$ cat config.mk
export PLATFORM = sky130hd
export DESIGN_NAME = rr_dma_engine
export DESIGN_NICKNAME = d
export VERILOG_FILES = /design/src/rtl/rr_dma_pkg.sv /design/src/rtl/rr_dma_chan.sv /design/src/rtl/rr_dma_mover.sv /design/src/rtl/rr_dma_engine.sv
export SDC_FILE = /design/constraint.sdc
export NUM_CORES = 2
export LEC_CHECK = 0
export BUFFER_PORTS_ARGS = -buffer_cell sky130_fd_sc_hd__buf_2
export CAP_MARGIN = 20
export CORE_UTILIZATION = 30
export DETAILED_ROUTE_END_ITERATION = 7
export PLACE_DENSITY_LB_ADDON = 0.25
export SLEW_MARGIN = 20
export SYNTH_ARGS = -nofsm -noshare
export SYNTH_HDL_FRONTEND = slang
export SYNTH_HIERARCHICAL = 1
export SYNTH_SLANG_ARGS = --single-unit
$ cat constraint.sdc
create_clock -name clk_i -period 5 [get_ports clk_i]
set_clock_uncertainty 0.2 [all_clocks]
set_input_delay 0.5 -clock clk_i [delete_from_list [all_inputs] [get_ports clk_i]]
set_output_delay 0.5 -clock clk_i [all_outputs]
set_load 0.05 [all_outputs]
$ cat src/rtl/rr_dma_pkg.sv
package rr_dma_pkg;
  typedef enum logic [2:0] {
    FLD_SRC  = 3'd0,
    FLD_DST  = 3'd1,
    FLD_CNT  = 3'd2,
    FLD_CTRL = 3'd3,
    FLD_FAIL = 3'd4
  } fld_e;

  typedef enum logic {
    ST_PICK = 1'b0,
    ST_MOVE = 1'b1
  } sched_e;

  localparam int unsigned RUN_BIT = 31;
endpackage

$ cat src/rtl/rr_dma_chan.sv
module rr_dma_chan
  import rr_dma_pkg::*;
#(
  parameter int unsigned ADDR_W = 32,
  parameter int unsigned CNT_W  = 13,
  parameter int unsigned FAIL_W = 8
) (
  input  logic              clk_i,
  input  logic              rst_ni,
  input  logic              wr_i,
  input  fld_e              fld_i,
  input  logic [31:0]       wdata_i,
  input  logic              clr_run_i,
  input  logic              adv_i,
  input  logic [CNT_W-1:0]  adv_bytes_i,
  input  logic              dec_fail_i,
  output logic [ADDR_W-1:0] src_o,
  output logic [ADDR_W-1:0] dst_o,
  output logic [CNT_W-1:0]  cnt_o,
  output logic [FAIL_W-1:0] fail_o,
  output logic              run_o
);
  logic [ADDR_W-1:0] src_q, dst_q;
  logic [CNT_W-1:0]  cnt_q;
  logic [FAIL_W-1:0] fail_q;
  logic              run_q;
  logic              cfg_wr;

  // configuration is frozen while the channel runs
  assign cfg_wr = wr_i && !run_q;

  always_ff @(posedge clk_i or negedge rst_ni) begin
    if (!rst_ni) begin
      src_q  <= '0;
      dst_q  <= '0;
      cnt_q  <= '0;
      fail_q <= '0;
      run_q  <= 1'b0;
    end else begin
      if (clr_run_i) run_q <= 1'b0;
      else if (wr_i && fld_i == FLD_CTRL) run_q <= wdata_i[RUN_BIT];

      // engine update wins over a late software write
      if (adv_i) begin
        src_q <= src_q + ADDR_W'(adv_bytes_i);
        dst_q <= dst_q + ADDR_W'(adv_bytes_i);
        cnt_q <= cnt_q - adv_bytes_i;
      end else if (cfg_wr) begin
        case (fld_i)
          FLD_SRC: src_q <= wdata_i[ADDR_W-1:0];
          FLD_DST: dst_q <= wdata_i[ADDR_W-1:0];
          FLD_CNT: cnt_q <= wdata_i[CNT_W-1:0];
          default: ;
        endcase
      end

      if (dec_fail_i) fail_q <= fail_q - 1'b1;
      else if (cfg_wr && fld_i == FLD_FAIL) fail_q <= wdata_i[FAIL_W-1:0];
    end
  end

  assign src_o  = src_q;
  assign dst_o  = dst_q;
  assign cnt_o  = cnt_q;
  assign fail_o = fail_q;
  assign run_o  = run_q;
endmodule

$ cat src/rtl/rr_dma_mover.sv
module rr_dma_mover #(
  parameter int unsigned ADDR_W  = 32,
  parameter int unsigned WORDS_W = 10
) (
  input  logic               clk_i,
  input  logic               rst_ni,
  input  logic               start_i,
  input  logic [ADDR_W-1:0]  src_i,
  input  logic [ADDR_W-1:0]  dst_i,
  input  logic [WORDS_W-1:0] words_i,
  input  logic [31:0]        rdata_i,
  output logic               re_o,
  output logic [ADDR_W-1:0]  raddr_o,
  output logic               we_o,
  output logic [ADDR_W-1:0]  waddr_o,
  output logic [31:0]        wdata_o,
  output logic               done_o
);
  localparam int unsigned WA_W = ADDR_W - 2;

  logic               busy_q, wv_q;
  logic [WA_W-1:0]    rd_ptr_q, wr_ptr_q;
  logic [WORDS_W-1:0] left_q;

  assign re_o    = busy_q && (left_q != '0);
  assign raddr_o = {rd_ptr_q, 2'b00};
  assign we_o    = wv_q;
  assign waddr_o = {wr_ptr_q, 2'b00};
  assign wdata_o = rdata_i;
  assign done_o  = wv_q && (left_q == '0);

  always_ff @(posedge clk_i or negedge rst_ni) begin
    if (!rst_ni) begin
      busy_q   <= 1'b0;
      wv_q     <= 1'b0;
      rd_ptr_q <= '0;
      wr_ptr_q <= '0;
      left_q   <= '0;
    end else if (start_i) begin
      busy_q   <= 1'b1;
      wv_q     <= 1'b0;
      rd_ptr_q <= src_i[ADDR_W-1:2];
      wr_ptr_q <= dst_i[ADDR_W-1:2];
      left_q   <= words_i;
    end else if (busy_q) begin
      if (re_o) begin
        rd_ptr_q <= rd_ptr_q + 1'b1;
        left_q   <= left_q - 1'b1;
      end
      if (we_o) wr_ptr_q <= wr_ptr_q + 1'b1;
      wv_q <= re_o;
      if (done_o) busy_q <= 1'b0;
    end
  end
endmodule

$ cat src/rtl/rr_dma_engine.sv
module rr_dma_engine
  import rr_dma_pkg::*;
#(
  parameter int unsigned NUM_CH      = 4,
  parameter int unsigned ADDR_W      = 32,
  parameter int unsigned CNT_W       = 13,
  parameter int unsigned BURST_BYTES = 2048,
  parameter int unsigned FAIL_W      = 8,
  localparam int unsigned CH_W       = $clog2(NUM_CH),
  localparam int unsigned RA_W       = CH_W + 4
) (
  input  logic              clk_i,
  input  logic              rst_ni,
  input  logic              reg_we_i,
  input  logic [RA_W-1:0]   reg_addr_i,
  input  logic [31:0]       reg_wdata_i,
  output logic [31:0]       reg_rdata_o,
  output logic              mem_re_o,
  output logic [ADDR_W-1:0] mem_raddr_o,
  input  logic [31:0]       mem_rdata_i,
  output logic              mem_we_o,
  output logic [ADDR_W-1:0] mem_waddr_o,
  output logic [31:0]       mem_wdata_o,
  output logic              irq_o
);
  localparam int unsigned WORDS_W = $clog2(BURST_BYTES / 4) + 1;
  localparam logic [CNT_W-1:0] BURST_C = CNT_W'(BURST_BYTES);

  logic [ADDR_W-1:0] src_a  [NUM_CH];
  logic [ADDR_W-1:0] dst_a  [NUM_CH];
  logic [CNT_W-1:0]  cnt_a  [NUM_CH];
  logic [FAIL_W-1:0] fail_a [NUM_CH];
  logic [NUM_CH-1:0] run_v;

  sched_e            st_q;
  logic [CH_W-1:0]   ptr_q;
  logic [CNT_W-1:0]  bytes_q;
  logic [NUM_CH-1:0] comp_q, err_q;

  // register decode
  logic            glob;
  logic [CH_W-1:0] dch;
  fld_e            dfld;
  assign glob = reg_addr_i[RA_W-1];
  assign dch  = reg_addr_i[CH_W+2:3];
  assign dfld = fld_e'(reg_addr_i[2:0]);

  // visit decision for the channel under the pointer
  logic              pick, cur_run, fail_hit, fail_dec, fin_hit, go, mv_done, slot_end;
  logic [CNT_W-1:0]  cur_cnt, burst_b;
  logic [FAIL_W-1:0] cur_fail;
  logic [WORDS_W-1:0] burst_w;

  assign pick     = (st_q == ST_PICK);
  assign cur_run  = run_v[ptr_q];
  assign cur_cnt  = cnt_a[ptr_q];
  assign cur_fail = fail_a[ptr_q];
  assign fail_dec = pick && cur_run && (cur_fail != '0);
  assign fail_hit = fail_dec && (cur_fail == FAIL_W'(1));
  assign fin_hit  = pick && cur_run && !fail_hit && (cur_cnt == '0);
  assign go       = pick && cur_run && !fail_hit && (cur_cnt != '0);
  assign burst_b  = (cur_cnt > BURST_C) ? BURST_C : cur_cnt;
  assign burst_w  = WORDS_W'((burst_b + CNT_W'(3)) >> 2);
  assign slot_end = (pick && !go) || (!pick && mv_done);

  always_ff @(posedge clk_i or negedge rst_ni) begin
    if (!rst_ni) begin
      st_q    <= ST_PICK;
      ptr_q   <= '0;
      bytes_q <= '0;
    end else begin
      if (go) begin
        st_q    <= ST_MOVE;
        bytes_q <= burst_b;
      end else if (!pick && mv_done) begin
        st_q <= ST_PICK;
      end
      if (slot_end) ptr_q <= (ptr_q == CH_W'(NUM_CH - 1)) ? '0 : ptr_q + 1'b1;
    end
  end

  for (genvar i = 0; i < NUM_CH; i++) begin : g_ch
    logic sel;
    assign sel = (ptr_q == CH_W'(i));
    rr_dma_chan #(
      .ADDR_W(ADDR_W),
      .CNT_W (CNT_W),
      .FAIL_W(FAIL_W)
    ) i_chan (
      .clk_i      (clk_i),
      .rst_ni     (rst_ni),
      .wr_i       (reg_we_i && !glob && (dch == CH_W'(i))),
      .fld_i      (dfld),
      .wdata_i    (reg_wdata_i),
      .clr_run_i  (sel && (fail_hit || fin_hit)),
      .adv_i      (sel && !pick && mv_done),
      .adv_bytes_i(bytes_q),
      .dec_fail_i (sel && fail_dec),
      .src_o      (src_a[i]),
      .dst_o      (dst_a[i]),
      .cnt_o      (cnt_a[i]),
      .fail_o     (fail_a[i]),
      .run_o      (run_v[i])
    );
  end

  rr_dma_mover #(
    .ADDR_W (ADDR_W),
    .WORDS_W(WORDS_W)
  ) i_mover (
    .clk_i  (clk_i),
    .rst_ni (rst_ni),
    .start_i(go),
    .src_i  (src_a[ptr_q]),
    .dst_i  (dst_a[ptr_q]),
    .words_i(burst_w),
    .rdata_i(mem_rdata_i),
    .re_o   (mem_re_o),
    .raddr_o(mem_raddr_o),
    .we_o   (mem_we_o),
    .waddr_o(mem_waddr_o),
    .wdata_o(mem_wdata_o),
    .done_o (mv_done)
  );

  // flags: set wins over write-one-to-clear
  logic [NUM_CH-1:0] comp_set, err_set, comp_clr, err_clr;
  always_comb begin
    comp_set = '0;
    err_set  = '0;
    if (fin_hit)  comp_set[ptr_q] = 1'b1;
    if (fail_hit) err_set[ptr_q]  = 1'b1;
  end
  assign comp_clr = (reg_we_i && glob && !reg_addr_i[0]) ? reg_wdata_i[NUM_CH-1:0] : '0;
  assign err_clr  = (reg_we_i && glob &&  reg_addr_i[0]) ? reg_wdata_i[NUM_CH-1:0] : '0;

  always_ff @(posedge clk_i or negedge rst_ni) begin
    if (!rst_ni) begin
      comp_q <= '0;
      err_q  <= '0;
    end else begin
      comp_q <= (comp_q & ~comp_clr) | comp_set;
      err_q  <= (err_q & ~err_clr) | err_set;
    end
  end

  assign irq_o = |{comp_q, err_q};

  always_comb begin
    reg_rdata_o = '0;
    if (glob) begin
      reg_rdata_o = reg_addr_i[0] ? 32'(err_q) : 32'(comp_q);
    end else begin
      case (dfld)
        FLD_SRC:  reg_rdata_o = 32'(src_a[dch]);
        FLD_DST:  reg_rdata_o = 32'(dst_a[dch]);
        FLD_CNT:  reg_rdata_o = 32'(cnt_a[dch]);
        FLD_CTRL: reg_rdata_o[RUN_BIT] = run_v[dch];
        FLD_FAIL: reg_rdata_o = 32'(fail_a[dch]);
        default:  reg_rdata_o = '0;
      endcase
    end
  end
endmodule

==> results.ini <==
[cts]
cts_sinks = 440
cts_resized = 0
numCtsBuffers = 54
path_clk_slew_ps = 60
clockBufferDepth = 3
insertion_delay_ps = 650
h-tree-depth = 2
tritoncts = done
cts_root_buf = clkbuf_16

[logic_synthesis]
syn_avg_cell_area_um2 = 9.10
syn_inst = 4013
yosysWarnings = 6
netlist_area_um2 = 36500

[timing]
tightest_slew_ps = 1130
fmax_ghz = 0.248
final_hold_viol_count = 0
slew_viol_final = 0
relSlewSlack_pct = 24.2
fin_tns_setup_ps = 0
setup_viol = 0
rsz0062_at_grt = no
fin_crit_ps = 4030
worst_slack_ps = 965
finalCritPeriodShare_pct = 80.7

[route]
wire_per_inst_um = 24.8
dr_total_vias = 32500
drt_iter0_drc = 3216
drc = 0
dr.pass1.iters = 6
ant_nets = 0
viasPerCell = 5.69
wirelength_mm = 142

[die]
die-area_um2 = 123000
die_w_um = 351
floorplan.initialDensity_pct = 30.4
num_rows = 127
io-pin-count = 204
core_area_um2 = 120000
die-height_um = 351

[cells_and_area]
syn_to_final_growth_pct = 11.7
final_nets = 4303
drive_gt1_share_pct = 16.2
final_design_area_no_fill_um2 = 40800
final_util_pct = 33.9

[global_routing]
grt_max_degree = 107
grt_use_total_pct = 22.7
antenna_found_initial = 11
overflow = 0
grt_pass1_vias = 30700
grt_pass1_wl_mm = 209

[worst_setup_path]
cp_top_family = compound AO/OA/AOI/OAI gates
critPathCaptureType = flip-flop
worst_path_most_repeated_cell = a21oi_1
path_cells = buf_4 > ha_1 > a21oi_1 > o211ai_1 > nand4_1 > a211oi_2 > nand3_1 > xor2_1 > a21oi_1
slowest_stage = dfrtp_1
crit_arrival_ps = 4410
crit_buf_inv = 1
worstPathRequired_ps = 5370
crit_fanout = 13
criticalPathCategory = reg2reg
startpoint_type = flip-flop
slowest_delay_ps = 780

[power_and_ir_drop]
peakVddDrop_v = 0.000388
p_leak_nw = 16.7
power_density_nw_per_um2 = 690
power.total_w = 0.0282

[hold_path]
min_path_type = in2reg

[place]
dp_hpwl_mm = 105
port_buffers = 135
place_area_um2 = 38800
place_ws_ps = 956
gp_congestion = 0.925

[run_status]
status = completed

[flow_run]
drv_cap = 0

[placed cells by master, fill, tap and decap left out, drive strengths merged, types with 14 or more instances in the layout]
master	count
o21bai	16
nand2b	18
clkinv	18
xnor2	175
a311oi	17
inv	158
dfrtp	440
nand4	35
mux4	162
and3	61
or2	15
nor4	37
nor3	88
nand3	117
a22o	14
nor2b	46
o21a	32
a21boi	20
a31oi	19
o21ai	314
o22ai	29
or3	26
mux2i	167
and4	25
buf	204
a211oi	58
a21o	37
ha	163
xor2	102
mux2	122
a21oi	302
o211ai	20
clkbuf	73
and2	14
nor2	338
nand2	435
a211o	14
[worst register-to-register path, stage by stage, from the launching register on]
cell	delay, ps
dfrtp_1	780
buf_4	380
ha_1	190
a21oi_1	110
o211ai_1	690
nand4_1	340
a211oi_2	700
nand3_1	240
xor2_1	200
a21oi_1	140
[registers in the layout (all words and copies together), names as in the netlist]
register	count
g_ch.i_chan/dst_o	128
g_ch.i_chan/src_o	128
g_ch.i_chan/cnt_o	52
g_ch.i_chan/fail_o	32
i_mover/rd_ptr_q	30
i_mover/wr_ptr_q	30
bytes_q	13
i_mover/left_q	10
comp_q	4
err_q	4
g_ch.i_chan/run_o	4
ptr_q	2
i_mover/busy_q	1
i_mover/we_o	1
st_q	1
[path summary, 6_finish.rpt]
| path | start | end | slack [ps] | cells past startpoint |
|---|---|---|---|---|
| worst max register to register | bytes_q[1] | g_ch[0].i_chan/dst_o[31] | 970 | 9 |
| worst min register to register | comp_q[0] | comp_q[0] | 330 | 1 |
| worst max-delay path | bytes_q[1] | g_ch[0].i_chan/dst_o[31] | 970 | 9 |
| max in group asynchronous | rst_ni | i_mover/wr_ptr_q[16] | 3090 | 3 |
| worst min-delay path | reg_wdata_i[14] | g_ch[1].i_chan/src_o[14] | 80 | 3 |
| min in group asynchronous | rst_ni | g_ch[0].i_chan/cnt_o[10] | 330 | 2 |
[layout make-up]
| cell class | count | area [um2] |
|---|---|---|
| Multi-Input combinational cell | 3195 | 23900 |
| Clock inverter | 29 | 397 |
| Inverter | 159 | 599 |
| Timing Repair Buffer | 205 | 1300 |
| Tap cell | 1612 | 2020 |
| Antenna cell | 1 | 2.50 |
| Sequential cell | 440 | 11000 |
| Fill cell | 12300 | 79500 |
| Clock buffer | 73 | 1560 |
[repair_timing]
action                    4_1_cts  5_1_grt
setup buffers                   0        0
hold buffers                    1        0
hold endpoints to repair       84        0
[report_power, final]
group          switching (W)  internal [W]  total [W]
sequential           0.00258       0.00492    0.00750
clock                0.00179       0.00266    0.00445
combinational        0.00961       0.00659     0.0162
total                 0.0140        0.0142     0.0282
[metal layers]
metal	part of all wire (%)	global-route usage [%]	wire length [um]	vias up
li1	-	-	-	14800
met4	3.0	6.95	4210	6
met2	43	34.2	61700	1302
met5	0.025	0	36	-
met3	8.9	4.92	12700	192
met1	45	32.1	63200	16200
[metrics by stage]
step / cells / hold slack, ps
finish: 5714 / 76.0
global route: 5714 / 69.3
CTS: 5713 / 43.1
detailed placement: 5610 / 317
global placement: 5610 / 314
floorplan: 4016 / 4.41
Note: power is estimated with default switching activity, not from simulation.
